### src/rtl/cascPairPkg.sv
package cascPairPkg;
  localparam int LINES  = 8;
  localparam int LINE_W = $clog2(LINES);
  localparam int BYTE_W = 8;
  localparam int BASE_W = BYTE_W - LINE_W;
  localparam int ADDR_W = 16;
  localparam int UNITS  = 2;

  localparam logic [ADDR_W-1:0] ADR_LOW_BASE = 16'h0020;
  localparam logic [ADDR_W-1:0] ADR_LOW_DONT = 16'h0081;
  localparam logic [ADDR_W-1:0] ADR_M_TRIG   = 16'h04D0;
  localparam logic [ADDR_W-1:0] ADR_S_TRIG   = 16'h04D1;

  localparam logic [BYTE_W-1:0] M_TRIG_MASK = 8'hF8;
  localparam logic [BYTE_W-1:0] S_TRIG_MASK = 8'hDE;

  localparam int CASC_LINE = 2;
  localparam logic [LINE_W-1:0] SPUR_LINE = LINE_W'(LINES - 1);

  typedef enum logic [2:0] {
    RD_NONE, RD_M_CMD, RD_M_DAT, RD_S_CMD, RD_S_DAT, RD_M_TRIG, RD_S_TRIG
  } rdSel_e;

  typedef struct packed {
    logic              wrCmd;
    logic              wrData;
    logic              wrTrig;
    logic              pollRd;
    logic              ack;
    logic [LINE_W-1:0] ackLine;
    logic              cascSet;
    logic              clrCasc;
  } unitStrobe_t;

  typedef struct packed {
    unitStrobe_t [UNITS-1:0] unit;
    logic              vecLoad;
    logic              vecFromSlave;
    logic [LINE_W-1:0] vecLine;
    rdSel_e            rdSel;
  } ctrlStrobe_t;

  typedef struct packed {
    logic              winValid;
    logic [LINE_W-1:0] winLine;
    logic              pollOn;
  } unitStatus_t;
endpackage

### src/rtl/cascUnit.sv
module cascUnit
  import cascPairPkg::*;
#(
  parameter logic [BYTE_W-1:0] TRIG_MASK = 8'hFF
) (
  input  logic              clk,
  input  logic              rstN,
  input  logic [LINES-1:0]  lineIn,
  input  logic [BYTE_W-1:0] wrVal,
  input  unitStrobe_t       stb,
  output unitStatus_t       stat,
  output logic [LINES-1:0]  irrQ,
  output logic [LINES-1:0]  isrQ,
  output logic [LINES-1:0]  imrQ,
  output logic [LINES-1:0]  trigQ,
  output logic [BASE_W-1:0] baseQ,
  output logic              readSel
);
  logic [LINES-1:0]  lastQ, irrN, isrN, reqMask;
  logic              reqValid, isrValid, initPend, pollQ;
  logic [LINE_W-1:0] reqLine, isrLine;

  // fixed priority: lowest index wins
  always_comb begin
    reqMask  = irrQ & ~imrQ;
    reqValid = |reqMask;
    isrValid = |isrQ;
    reqLine  = '0;
    isrLine  = '0;
    for (int i = LINES - 1; i >= 0; i--) begin
      if (reqMask[i]) reqLine = LINE_W'(i);
      if (isrQ[i])    isrLine = LINE_W'(i);
    end
  end

  assign stat.winValid = reqValid && (!isrValid || reqLine < isrLine);
  assign stat.winLine  = reqLine;
  assign stat.pollOn   = pollQ;

  always_comb begin
    irrN = irrQ;
    isrN = isrQ;
    for (int i = 0; i < LINES; i++) begin
      if (trigQ[i])                    irrN[i] = lineIn[i];
      else if (lineIn[i] && !lastQ[i]) irrN[i] = 1'b1;
    end
    if (stb.cascSet) irrN[CASC_LINE] = 1'b1;
    if (stb.ack) begin
      isrN[stb.ackLine] = 1'b1;
      if (!trigQ[stb.ackLine]) irrN[stb.ackLine] = 1'b0;
    end
    if (stb.pollRd && stat.winValid) begin
      irrN[stat.winLine] = 1'b0;
      isrN[stat.winLine] = 1'b0;
    end
    if (stb.clrCasc) begin
      irrN[CASC_LINE] = 1'b0;
      isrN[CASC_LINE] = 1'b0;
    end
    if (stb.wrCmd) begin
      if (wrVal[4]) begin
        irrN = '0;
        isrN = '0;
      end else if (!wrVal[3]) begin
        case (wrVal[7:5])
          3'b001:  if (isrValid) isrN[isrLine] = 1'b0;
          3'b011:  isrN[wrVal[LINE_W-1:0]] = 1'b0;
          default: ;
        endcase
      end
    end
  end

  always_ff @(posedge clk) begin
    if (!rstN) begin
      lastQ    <= '0;
      irrQ     <= '0;
      isrQ     <= '0;
      imrQ     <= '0;
      trigQ    <= '0;
      baseQ    <= '0;
      readSel  <= 1'b0;
      initPend <= 1'b0;
      pollQ    <= 1'b0;
    end else begin
      lastQ <= lineIn;
      irrQ  <= irrN;
      isrQ  <= isrN;
      if (stb.pollRd) pollQ <= 1'b0;
      if (stb.wrCmd) begin
        if (wrVal[4]) begin
          imrQ     <= '0;
          initPend <= 1'b1;
          readSel  <= 1'b0;
          pollQ    <= 1'b0;
        end else if (wrVal[3]) begin
          if (wrVal[2]) pollQ   <= 1'b1;
          if (wrVal[1]) readSel <= wrVal[0];
        end
      end
      if (stb.wrData) begin
        if (initPend) begin
          baseQ    <= wrVal[BYTE_W-1:LINE_W];
          initPend <= 1'b0;
        end else begin
          imrQ <= wrVal;
        end
      end
      if (stb.wrTrig) trigQ <= wrVal & TRIG_MASK;
    end
  end
endmodule

### src/rtl/cascDatapath.sv
module cascDatapath
  import cascPairPkg::*;
(
  input  logic                      clk,
  input  logic                      rstN,
  input  logic [UNITS*LINES-1:0]    irqLines,
  input  logic [BYTE_W-1:0]         wrData,
  input  ctrlStrobe_t               stb,
  output unitStatus_t [UNITS-1:0]   stat,
  output logic [BYTE_W-1:0]         rdData,
  output logic [BYTE_W-1:0]         vecOut
);
  logic [UNITS-1:0][LINES-1:0]  irr, isr, imr, trig;
  logic [UNITS-1:0][BASE_W-1:0] base;
  logic [UNITS-1:0]             readSel;
  logic [UNITS-1:0][BYTE_W-1:0] cmdView;

  for (genvar u = 0; u < UNITS; u++) begin : gUnit
    localparam logic [BYTE_W-1:0] MASK = (u == 0) ? M_TRIG_MASK : S_TRIG_MASK;
    cascUnit #(.TRIG_MASK(MASK)) unit (
      .clk     (clk),
      .rstN    (rstN),
      .lineIn  (irqLines[u*LINES +: LINES]),
      .wrVal   (wrData),
      .stb     (stb.unit[u]),
      .stat    (stat[u]),
      .irrQ    (irr[u]),
      .isrQ    (isr[u]),
      .imrQ    (imr[u]),
      .trigQ   (trig[u]),
      .baseQ   (base[u]),
      .readSel (readSel[u])
    );
    always_comb begin
      if (stat[u].pollOn)
        cmdView[u] = {{BASE_W{1'b0}}, stat[u].winValid ? stat[u].winLine : SPUR_LINE};
      else
        cmdView[u] = readSel[u] ? isr[u] : irr[u];
    end
  end

  always_comb begin
    case (stb.rdSel)
      RD_M_CMD:  rdData = cmdView[0];
      RD_M_DAT:  rdData = imr[0];
      RD_S_CMD:  rdData = cmdView[1];
      RD_S_DAT:  rdData = imr[1];
      RD_M_TRIG: rdData = trig[0];
      RD_S_TRIG: rdData = trig[1];
      default:   rdData = '0;
    endcase
  end

  always_ff @(posedge clk) begin
    if (!rstN) vecOut <= '0;
    else if (stb.vecLoad)
      vecOut <= {base[stb.vecFromSlave ? 1 : 0], stb.vecLine};
  end
endmodule

### src/rtl/cascControl.sv
module cascControl
  import cascPairPkg::*;
(
  input  logic                    intAck,
  input  logic                    wrEn,
  input  logic                    rdEn,
  input  logic [ADDR_W-1:0]       addr,
  input  unitStatus_t [UNITS-1:0] stat,
  output ctrlStrobe_t             stb
);
  logic lowHit, unitSel, isData, mTrigHit, sTrigHit, slavePoll;

  assign lowHit   = (addr & ~ADR_LOW_DONT) == ADR_LOW_BASE;
  assign unitSel  = addr[7];
  assign isData   = addr[0];
  assign mTrigHit = addr == ADR_M_TRIG;
  assign sTrigHit = addr == ADR_S_TRIG;
  assign slavePoll = rdEn && lowHit && unitSel && !isData && stat[1].pollOn;

  always_comb begin
    stb = '0;
    for (int u = 0; u < UNITS; u++) begin
      stb.unit[u].wrCmd  = wrEn && lowHit && (unitSel == u[0]) && !isData;
      stb.unit[u].wrData = wrEn && lowHit && (unitSel == u[0]) && isData;
      stb.unit[u].pollRd = rdEn && lowHit && (unitSel == u[0]) && !isData && stat[u].pollOn;
    end
    stb.unit[0].wrTrig  = wrEn && mTrigHit;
    stb.unit[1].wrTrig  = wrEn && sTrigHit;
    stb.unit[0].cascSet = stat[1].winValid && !intAck;
    stb.unit[0].clrCasc = slavePoll && stat[1].winValid;

    if (!rdEn)              stb.rdSel = RD_NONE;
    else if (lowHit)        stb.rdSel = unitSel ? (isData ? RD_S_DAT : RD_S_CMD)
                                                : (isData ? RD_M_DAT : RD_M_CMD);
    else if (mTrigHit)      stb.rdSel = RD_M_TRIG;
    else if (sTrigHit)      stb.rdSel = RD_S_TRIG;
    else                    stb.rdSel = RD_NONE;

    stb.vecLoad = intAck;
    stb.vecLine = SPUR_LINE;
    if (intAck && stat[0].winValid) begin
      stb.unit[0].ack     = 1'b1;
      stb.unit[0].ackLine = stat[0].winLine;
      if (stat[0].winLine == LINE_W'(CASC_LINE)) begin
        stb.vecFromSlave = 1'b1;
        if (stat[1].winValid) begin
          stb.unit[1].ack     = 1'b1;
          stb.unit[1].ackLine = stat[1].winLine;
          stb.vecLine         = stat[1].winLine;
        end
      end else begin
        stb.vecLine = stat[0].winLine;
      end
    end
  end
endmodule

### src/rtl/cascPair.sv
module cascPair
  import cascPairPkg::*;
(
  input  logic                   clk,
  input  logic                   rstN,
  input  logic [UNITS*LINES-1:0] irqLines,
  input  logic [ADDR_W-1:0]      addr,
  input  logic                   wrEn,
  input  logic [BYTE_W-1:0]      wrData,
  input  logic                   rdEn,
  output logic [BYTE_W-1:0]      rdData,
  input  logic                   intAck,
  output logic                   intReq,
  output logic [BYTE_W-1:0]      vecOut
);
  ctrlStrobe_t             stb;
  unitStatus_t [UNITS-1:0] stat;

  cascControl ctrl (
    .intAck (intAck),
    .wrEn   (wrEn),
    .rdEn   (rdEn),
    .addr   (addr),
    .stat   (stat),
    .stb    (stb)
  );

  cascDatapath path (
    .clk      (clk),
    .rstN     (rstN),
    .irqLines (irqLines),
    .wrData   (wrData),
    .stb      (stb),
    .stat     (stat),
    .rdData   (rdData),
    .vecOut   (vecOut)
  );

  assign intReq = stat[0].winValid;
endmodule

### config.mk
export PLATFORM = sky130hd
export DESIGN_NAME = cascPair
export DESIGN_NICKNAME = d
export VERILOG_FILES = /design/src/rtl/cascPairPkg.sv /design/src/rtl/cascUnit.sv /design/src/rtl/cascDatapath.sv /design/src/rtl/cascControl.sv /design/src/rtl/cascPair.sv
export SDC_FILE = /design/constraint.sdc
export NUM_CORES = 1
export LEC_CHECK = 0
export BUFFER_PORTS_ARGS = -buffer_cell sky130_fd_sc_hd__buf_2
export CORE_UTILIZATION = 33
export CTS_CLUSTER_DIAMETER = 200
export CTS_CLUSTER_SIZE = 25
export DETAILED_ROUTE_END_ITERATION = 8
export RECOVER_POWER = 100
export SLEW_MARGIN = 20
export SYNTH_ARGS = -nofsm -noshare
export SYNTH_HDL_FRONTEND = slang
export SYNTH_SLANG_ARGS = --single-unit
### constraint.sdc
create_clock -name clk -period 3.9 [get_ports clk]
set_clock_uncertainty 0.15 [all_clocks]
set_input_delay 0.39 -clock clk [delete_from_list [all_inputs] [get_ports clk]]
set_output_delay 0.39 -clock clk [all_outputs]
set_load 0.05 [all_outputs]
== Word level (Yosys, flattened, before mapping) ==
Index checks and enable logic that the tools add are counted.

* Register bits: 99
* Input port bits: 45
* Word-level logic and storage cells: 307

* Bitwise operators: 24
* Eq/ne operators: 12
* Muxes and demuxes: 158
* Reductions and logical operators: 77
* Magnitude comparators: 17

{| class="wikitable"
|+ Operators with widths
! operator !! number
|-
| two-way mux 8 bit || 34
|-
| two-way mux 3 bit || 41
|-
| AND 8 bit || 12
|-
| NOT 8 bit || 9
|-
| two-way mux 1 bit || 62
|-
| case mux 8 bit (6 select lines) || 1
|-
| logical AND 1 bit || 45
|-
| == test 16 x 11 -> 1 bit, second input constant || 2
|-
| < comparator 32 x 3 -> 1 bit, second input constant || 1
|-
| case mux 8 bit (2 select lines) || 2
|-
| OR reduction 8 bit || 4
|-
| < comparator 3 x 4 -> 1 bit, second input constant || 7
|-
| demux 1 bit (select 3 bit) || 7
|-
| >= comparator 3 x 1 -> 1 bit, second input constant || 7
|-
| zero test 1 bit || 20
|-
| two-way mux 4 bit || 5
|-
| bitwise OR 8 bit || 2
|-
| two-way mux 5 bit || 3
|-
| == test 14 x 5 -> 1 bit, second input constant || 1
|-
| == test 3 x 2 -> 1 bit, second input constant || 4
|-
| == test 3 bit, second input constant || 3
|-
| binary-select mux 1 bit (select 3 bit) || 2
|-
| == test 3 x 1 -> 1 bit, second input constant || 2
|-
| < comparator 3 bit || 2
|-
| other kinds (6) || 10
|}

== Depth between registers and ports, before layout ==
Gate-level depths: netlist (run 1).

* Depth in word-level cells: 30
* Gate-level depth with buffers: 13

== Hierarchy ==
Synthesis (run 1) repeated with hierarchy kept, for this count alone.

* Cells, all modules: 716
* Area, all modules: 6094.6 µm²

{| class="wikitable"
|+ By module, submodules not included
! module !! area an instance (µm²) !! sequential area each (µm²) !! cells an instance !! times used
|-
| cascUnit at path.gUnit[1].unit || 2369.8 || 920.9 || 274 || 1
|-
| cascUnit at path.gUnit[0].unit || 2333.5 || 900.9 || 272 || 1
|-
| cascDatapath || 945.9 || 160.2 || 106 || 1
|-
| cascControl || 445.4 || 0.0 || 64 || 1
|}

== Least setup slack after synthesis (run 1) ==
No wires, ideal clock.

* Path type: input-to-output
* From: input port addr[4]
* To: output port rdData[1]
* Required time: 3.360 ns
* Cell stages on the path: 7
* Buffers on the path: 1
* Setup slack: -0.071 ns
* Arrival: 3.431 ns
* Cell sequence: or4b_4 or4_4 buf_6 or2_2 nor2_4 nand2_1 o311ai_1

* Longest elaborated chain between the ends: 7
* Elaborated cells on any way between the ends: 14
* Classes of those cells: eq/ne (9); mux (5)

{| class="wikitable"
|+ Ends and longest elaborated chain
! element !! RTL line !! text
|-
| from (decl) || cascPair.sv:7 || <nowiki>input logic [ADDR_W-1:0] addr,</nowiki>
|-
| == test 16 x 11 -> 1 bit || cascControl.sv:17 || <nowiki>assign sTrigHit = addr == ADR_S_TRIG;</nowiki>
|-
| two-way mux 3 bit || cascControl.sv:36 || <nowiki>else if (sTrigHit) stb.rdSel = RD_S_TRIG;</nowiki>
|-
| two-way mux 3 bit || cascControl.sv:35 || <nowiki>else if (mTrigHit) stb.rdSel = RD_M_TRIG;</nowiki>
|-
| two-way mux 3 bit * || cascControl.sv:33 || <nowiki>else if (lowHit) stb.rdSel = unitSel ? (isData ? RD_S_DAT : RD_S_CMD)</nowiki>
|-
| two-way mux 3 bit * || cascControl.sv:32 || <nowiki>if (!rdEn) stb.rdSel = RD_NONE;</nowiki>
|-
| == test 3 bit (tied with other cells) || cascDatapath.sv:43 || <nowiki>case (stb.rdSel)</nowiki>
|-
| case mux 8 bit (6 select lines) * || cascDatapath.sv:43 ||
|-
| to (decl) || cascPair.sv:11 || <nowiki>output logic [BYTE_W-1:0] rdData,</nowiki>
|}

Mark *: on every way between the ends. The rest lies on a longest branch, timed or not.

== Final worst setup path (run 1) ==
* From: register path.gUnit[1].unit.irrQ[5]
* To: output port rdData[0]

* Longest elaborated chain between the ends: 13
* Elaborated cells on any way between the ends: 14
* Classes of those cells: order compare (1); mux (9); bitwise (1); reduce/logical (3)

{| class="wikitable"
|+ Ends and longest elaborated chain
! element !! RTL line !! text
|-
| from (decl) || cascUnit.sv:12 || <nowiki>output logic [LINES-1:0] irrQ,</nowiki>
|-
| from (signal assigned) || cascUnit.sv:87 || <nowiki>irrQ <= irrN;</nowiki>
|-
| AND 8 bit * || cascUnit.sv:25 || <nowiki>reqMask = irrQ & ~imrQ;</nowiki>
|-
| two-way mux 3 bit (6 in series) || cascUnit.sv:31 || <nowiki>if (reqMask[i]) reqLine = LINE_W'(i);</nowiki>
|-
| < comparator 3 bit || cascUnit.sv:36 || <nowiki>assign stat.winValid = reqValid && (!isrValid || reqLine < isrLine);</nowiki>
|-
| logical OR 1 bit || cascUnit.sv:36 ||
|-
| logical AND 1 bit || cascUnit.sv:36 ||
|-
| two-way mux 3 bit * || cascDatapath.sv:36 || <nowiki>cmdView[u] = {{BASE_W{1'b0}}, stat[u].winValid ? stat[u].winLine : SPUR_LINE};</nowiki>
|-
| two-way mux 8 bit * || cascDatapath.sv:35 || <nowiki>if (stat[u].pollOn)</nowiki>
|-
| case mux 8 bit (6 select lines) * || cascDatapath.sv:43 ||
|}

Marks and branches as above.

==> results of run 1 <==
-- registers in the layout, indices dropped and copies added, names as in the netlist, 8 cells and up --
name and flops:
path.gUnit.unit.baseQ 10, path.gUnit.unit.imrQ 16, path.gUnit.unit.irrQ 16, path.gUnit.unit.isrQ 16, path.gUnit.unit.lastQ 16, path.gUnit.unit.trigQ 11
path.vecOut 8
-- power breakdown --
group          internal, mW  switching [mW]
Clock                 0.516           0.456
Combinational         0.214           0.404
Sequential             1.05          0.0450
-- cell families after synthesis --
family                   after synthesis
multiplexers                          38
AO/OA/AOI/OAI                        242
adder cells (fa/ha/maj)                5
AND/OR/NAND/NOR                      286
buffers and inverters                 72
flip-flops                            99
-- layout by cell type, fill, tap and decap left out, types with 6 or more instances in the layout --
| cell type | instances |
|---|---|
| and2_1 | 18 |
| nand2b_1 | 32 |
| o21ai_0 | 57 |
| dfxtp_1 | 99 |
| nand2_1 | 46 |
| nor3b_1 | 7 |
| clkbuf_16 | 9 |
| nor3_1 | 27 |
| buf_4 | 19 |
| a221oi_1 | 9 |
| mux2i_1 | 37 |
| nor2_1 | 42 |
| and2_0 | 6 |
| inv_1 | 31 |
| buf_2 | 50 |
| a211oi_1 | 24 |
| nor2b_1 | 54 |
| a21oi_1 | 74 |
| nor4_1 | 6 |
| a22oi_1 | 19 |
| clkbuf_1 | 11 |
| nand3_1 | 16 |
-- worst paths after layout --
path,startpoint,endpoint,depth (start not counted)
worst max-delay path,path.gUnit[1].unit.irrQ[5]$_SDFF_PN0_,rdData[0],12
worst min-delay path,irqLines[2],path.gUnit[0].unit.lastQ[2]$_SDFF_PN0_,2
worst max register to register,path.gUnit[0].unit.irrQ[6]$_SDFF_PN0_,path.gUnit[0].unit.irrQ[2]$_SDFF_PN0_,14
worst min register to register,path.gUnit[0].unit.irrQ[3]$_SDFF_PN0_,path.gUnit[0].unit.irrQ[3]$_SDFF_PN0_,2
-- worst register-to-register path, cell delays in order, from the launching register on --
cell,delay [ns]
dfxtp_1,0.37
nor2b_1,0.22
o211a_1,0.23
nor2_1,0.06
nor3_1,0.28
ha_1,0.21
a21oi_1,0.08
buf_4,0.16
a22oi_1,0.36
nor3_1,0.10
a21oi_1,0.46
buf_4,0.29
o21a_1,0.15
a21oi_1,0.04
a211oi_1,0.21
-- per-layer routing --
| layer | GRT usage (%) | wire (um) |
|---|---|---|
| met5 | 0 | 0 |
| met4 | 11.4 | 711 |
| met3 | 2.84 | 1230 |
| met2 | 32.9 | 8550 |
| met1 | 30.2 | 9010 |
-- repair_timing --
| action | in CTS | in global routing |
|---|---|---|
| endpoints found under the setup margin | 0 | 3 |
| endpoints found under the hold margin | 0 | 0 |
| gates resized for setup | 0 | 7 |
-- area by class of cell --
class	count	area (um2)	share of cell area [%]
well taps	225	282	4.18
clock inverters	7	88.8	1.32
flip-flops and latches	99	1980	29.4
multi-input cells	571	3610	53.6
inverters	31	116	1.73
clock buffers	9	225	3.34
repair buffers	80	434	6.44
==> results.toml, run 1 <==
[setup_path]
arrival_ns = 3.30
cpMostUsedCell = "buf_4"
worstSetupStartpointType = "flip-flop"
rrSetupSlack_ns = 0.44
cpPeakStageDelay_ns = 0.42
crit_slowest_cell = "a2111oi_1"
worstSetupPathType = "reg2out"
end_kind = "output pin"
cp.buffers_inverters = 2
path_cells = "nor2b_1 -> a2111oi_1 -> buf_4 -> nor2_1 -> ha_1 -> o21ai_0 -> a32oi_2 -> nand2_1 -> a311oi_1 -> a21oi_1 -> o32ai_1 -> buf_4"
cp.required_ns = 3.36
critPathMaxFanout = 4
path_delay_family = "compound AO/OA/AOI/OAI gates"

[synthesis]
synth_adder_area_share_pct = 1.06
yosys_warnings = 0
yosys.area_share.simple_pct = 27.2
synth_compound_area_share_pct = 26.6
ys_ff_latch = 99
netlist.area_leader.share_pct = 33.7
synth_cells = 742
synth_top_family_by_area = "simple AND/OR/NAND/NOR gates"
synth_xor_area_share_pct = 0
synth_top_flop_cell = "dfxtp_1"
synth_common_cells = "99 x dfxtp_1, 75 x a21oi_1, 55 x o21ai_0, 54 x nor2b_1, 46 x nand2_1"
yosysSeqAreaShare_pct = 33.7
yosys.cell_types.count = 69
synthMuxAreaShare_pct = 6.49
synth_area_um2 = 5880
syn_avg_cell_area_um2 = 7.92
syn-num-nets = 792
yosysTopAreaCell = "dfxtp_1"
async_flop_share_pct = 0
synth_edf_count = 0
synth.most_common_cell = "dfxtp_1"
yosys-top-cells-area = "dfxtp_1 34%, a21oi_1 6.4%, mux2i_1 6.3%"

[finish]
finalInstanceArea_um2 = 6740
final_util_pct = 38.8
areaGrowthSynthToFinish_pct = 14.7
drive_above_1_share_pct = 13.3
fillers = 1821
instances_no_fill = 1022
nets = 842
num_antenna_cells = 0

[global_routing]
grt_pass1_wl_um = 30200
gr-usage-all-layers_pct = 21.8
grt_max_degree = 57
antenna_found_initial = 0
grt_overflow_total = 0
grt_pass1_vias = 5438

[timing]
drv_slew = 57
maxSlewHeadroom_pct = -30.8
hold_violations = 0
totalNegativeSetupSlack_ns = 0
finalSetupViolations = 0
layout_setup_ws_ns = 0.0641
min_period_ns = 3.84
fin_crit_sh_pct = 98.4
max_slew.worst_pin.slew_ns = 1.96
finalHoldWorstSlack_ns = 0.0848
fmax_ghz = 0.261

[die]
dieArea_um2 = 18300
die_h_um = 135
initial_core_util_pct = 33.9
fp.dieW_um = 135
ios = 62
row_count = 48
fp.coreArea_um2 = 17400

[power]
p_leak_nw = 2.45
power_density_nw_per_um2 = 399
peakVddDrop_uv = 183
p_total_mw = 2.69

[cts]
insertion_delay_ns = 0.37
ctsHoldBuffers = 0
cts.sinks = 99
numCtsBuffers = 9
cts_tree = "done"
post_cts_buffers = 0
clockBufferDepth = 2
h-tree-depth = 3
cts_root_buf = "clkbuf_16"
clk_pin_slew_ns = 0.07

[place]
place_area_um2 = 6440
place_congestion = 0.954
dpl_worst_slack_ns = 0.344
dp_hpwl_um = 14800
dp.cells = 1006
port_buffers = 61

[routing]
firstDrtPassIters = 6
detail-route-antenna-nets = 0
drtIter0Drc = 479
viasPerCell = 5.71
vias = 5834
drt_wl_total_um = 19500
drc = 0
wl_per_cell_um = 19.1

[run_status]
failed_checks = "capacitance limit, slew limit"
outcome = "finished with violations"

[run]
drv_cap = 1

[worst_hold_path]
hp-class = "in2reg"
Power figures use the tool's default switching activity.
==> run 2: changes to the inputs <==
Settings changed: CORE_UTILIZATION 33 to 35.
==> run 2 against run 1 <==
The flow still finishes with violations (capacitance limit, slew limit). Cell area decreased by 0.35%. Final cell count is 0.20% lower. Global-route usage rose by 1.0 points. Die area fell by 5.6%. Highest routed layer unchanged.
==> results.toml, run 2 (same netlist as run 1, synthesis figures left out) <==
[run_status]
outcome = "finished with violations"
failed_checks = "capacitance limit, slew limit"

[power]
p_leak_nw = 2.43
power_density_nw_per_um2 = 399
p_total_mw = 2.68
peakVddDrop_uv = 313

[finish]
drive_above_1_share_pct = 12.0
num_antenna_cells = 0
nets = 845
areaGrowthSynthToFinish_pct = 14.3
final_util_pct = 40.8
multi_input_area_um2 = 3590
layout_common_cells = "99 x dfxtp_1, 74 x a21oi_1, 56 x o21ai_0, 54 x nor2b_1, 46 x nand2_1"
layout_commonest_cell = "dfxtp_1"
finalInstanceArea_um2 = 6720
fillers = 1765
seqCellArea_um2 = 1980

[timing]
max_slew.worst_pin.slew_ns = 1.70
hold_violations = 0
rsz0062_at_grt = "no"
finalSetupViolations = 0
drv_slew = 49
totalNegativeSetupSlack_ns = 0
maxSlewHeadroom_pct = -13.5
min_period_ns = 3.74
finalHoldWorstSlack_ns = 0.0830
fmax_ghz = 0.267
fin_crit_sh_pct = 96.0

[cts]
h-tree-depth = 3
numCtsBuffers = 9
cts_tree = "done"
clockBufferDepth = 2
ctsHoldBuffers = 0
cts_root_buf = "clkbuf_16"
clk_pin_slew_ns = 0.07
cts.sinks = 99
insertion_delay_ns = 0.37

[global_routing]
gr-usage-all-layers_pct = 22.8
grt_max_degree = 49
grt_pass1_vias = 5413
grt_overflow_total = 0
antenna_found_initial = 0
grt_pass1_wl_um = 30500

[setup_path]
worstSetupPathType = "reg2out"
cpPeakStageDelay_ns = 0.37
path_cells = "nor2b_1 -> a2111oi_2 -> buf_4 -> nor2_1 -> ha_1 -> a211oi_1 -> o21ai_1 -> o21ai_1 -> nand2_1 -> o221ai_1 -> o311ai_2 -> clkbuf_2"
cp.required_ns = 3.36
cpMostUsedCell = "o21ai_1"
crit_slowest_cell = "dfxtp_1"
end_kind = "output pin"
critPathMaxFanout = 4
arrival_ns = 3.20
cp.buffers_inverters = 2
worstSetupStartpointType = "flip-flop"
path_delay_family = "compound AO/OA/AOI/OAI gates"

[routing]
drt_wl_total_um = 19300
drtIter0Drc = 470
firstDrtPassIters = 6
drc = 0
vias = 5823
detail-route-antenna-nets = 0
wl_per_cell_um = 18.9
viasPerCell = 5.71

[die]
row_count = 47
initial_core_util_pct = 35.7
die_h_um = 132
dieArea_um2 = 17300
ios = 62
fp.dieW_um = 132
fp.coreArea_um2 = 16500

[place]
place_congestion = 0.918
place_area_um2 = 6450
dp_hpwl_um = 14800
port_buffers = 61

[worst_hold_path]
hp-class = "in2reg"

[run]
drv_cap = 1
run 2: cell count changes in the layout (fill, tap and decap cells not counted), sizes merged:
cell	change
buf	-8
clkbuf	+12
inv	-1
run 2: cell type report:
type	count	area share, %
Timing Repair Buffer	83	6.56
Tap cell	220	4.10
Inverter	31	1.73
Clock buffer	10	3.56
Multi-Input combinational cell	571	53.4
Sequential cell	99	29.5
Clock inverter	6	1.12
run 2: what timing repair did:
item | 4_1_cts | 5_1_grt
buffers inserted | 0 | 1
endpoints found under the setup margin | 0 | 3
gates resized for setup | 0 | 10
run 2: metrics by stage:
| stage | std cells | setup slack, ns |
|---|---|---|
| final | 1020 | 0.156 |
| after global routing | 1020 | 0.0117 |
| after CTS | 1019 | 0.0528 |
| after detailed placement | 1003 | 0.353 |
| after global placement | 1003 | 0.346 |
| after floorplan | 742 | 0.330 |
run 2: power by group:
part | internal [mW] | switching, mW
logic | 0.216 | 0.401
clock network | 0.527 | 0.441
registers | 1.05 | 0.0444
run 2: final timing paths:
path                                         startpoint  cells after the start  slack, ns                                      to
setup / recovery  path.gUnit[1].unit.irrQ[5]$_SDFF_PN0_                     12       0.16                               rdData[1]
hold / removal                              irqLines[2]                      2       0.08  path.gUnit[0].unit.lastQ[2]$_SDFF_PN0_
hold reg to reg             path.vecOut[2]$_SDFFE_PN0P_                      2       0.37             path.vecOut[2]$_SDFFE_PN0P_
setup reg to reg  path.gUnit[0].unit.imrQ[2]$_SDFF_PN0_                     12       0.27   path.gUnit[1].unit.isrQ[7]$_SDFF_PN0_
run 2: routing by layer:
layer  share of wire, %  vias up  GRT usage (%)
met4                3.6        0           11.0
met2                 43      220           33.5
met5                  0        -              0
met1                 48     2736           32.4
met3                5.7       39           3.47
li1                   -     2828              -
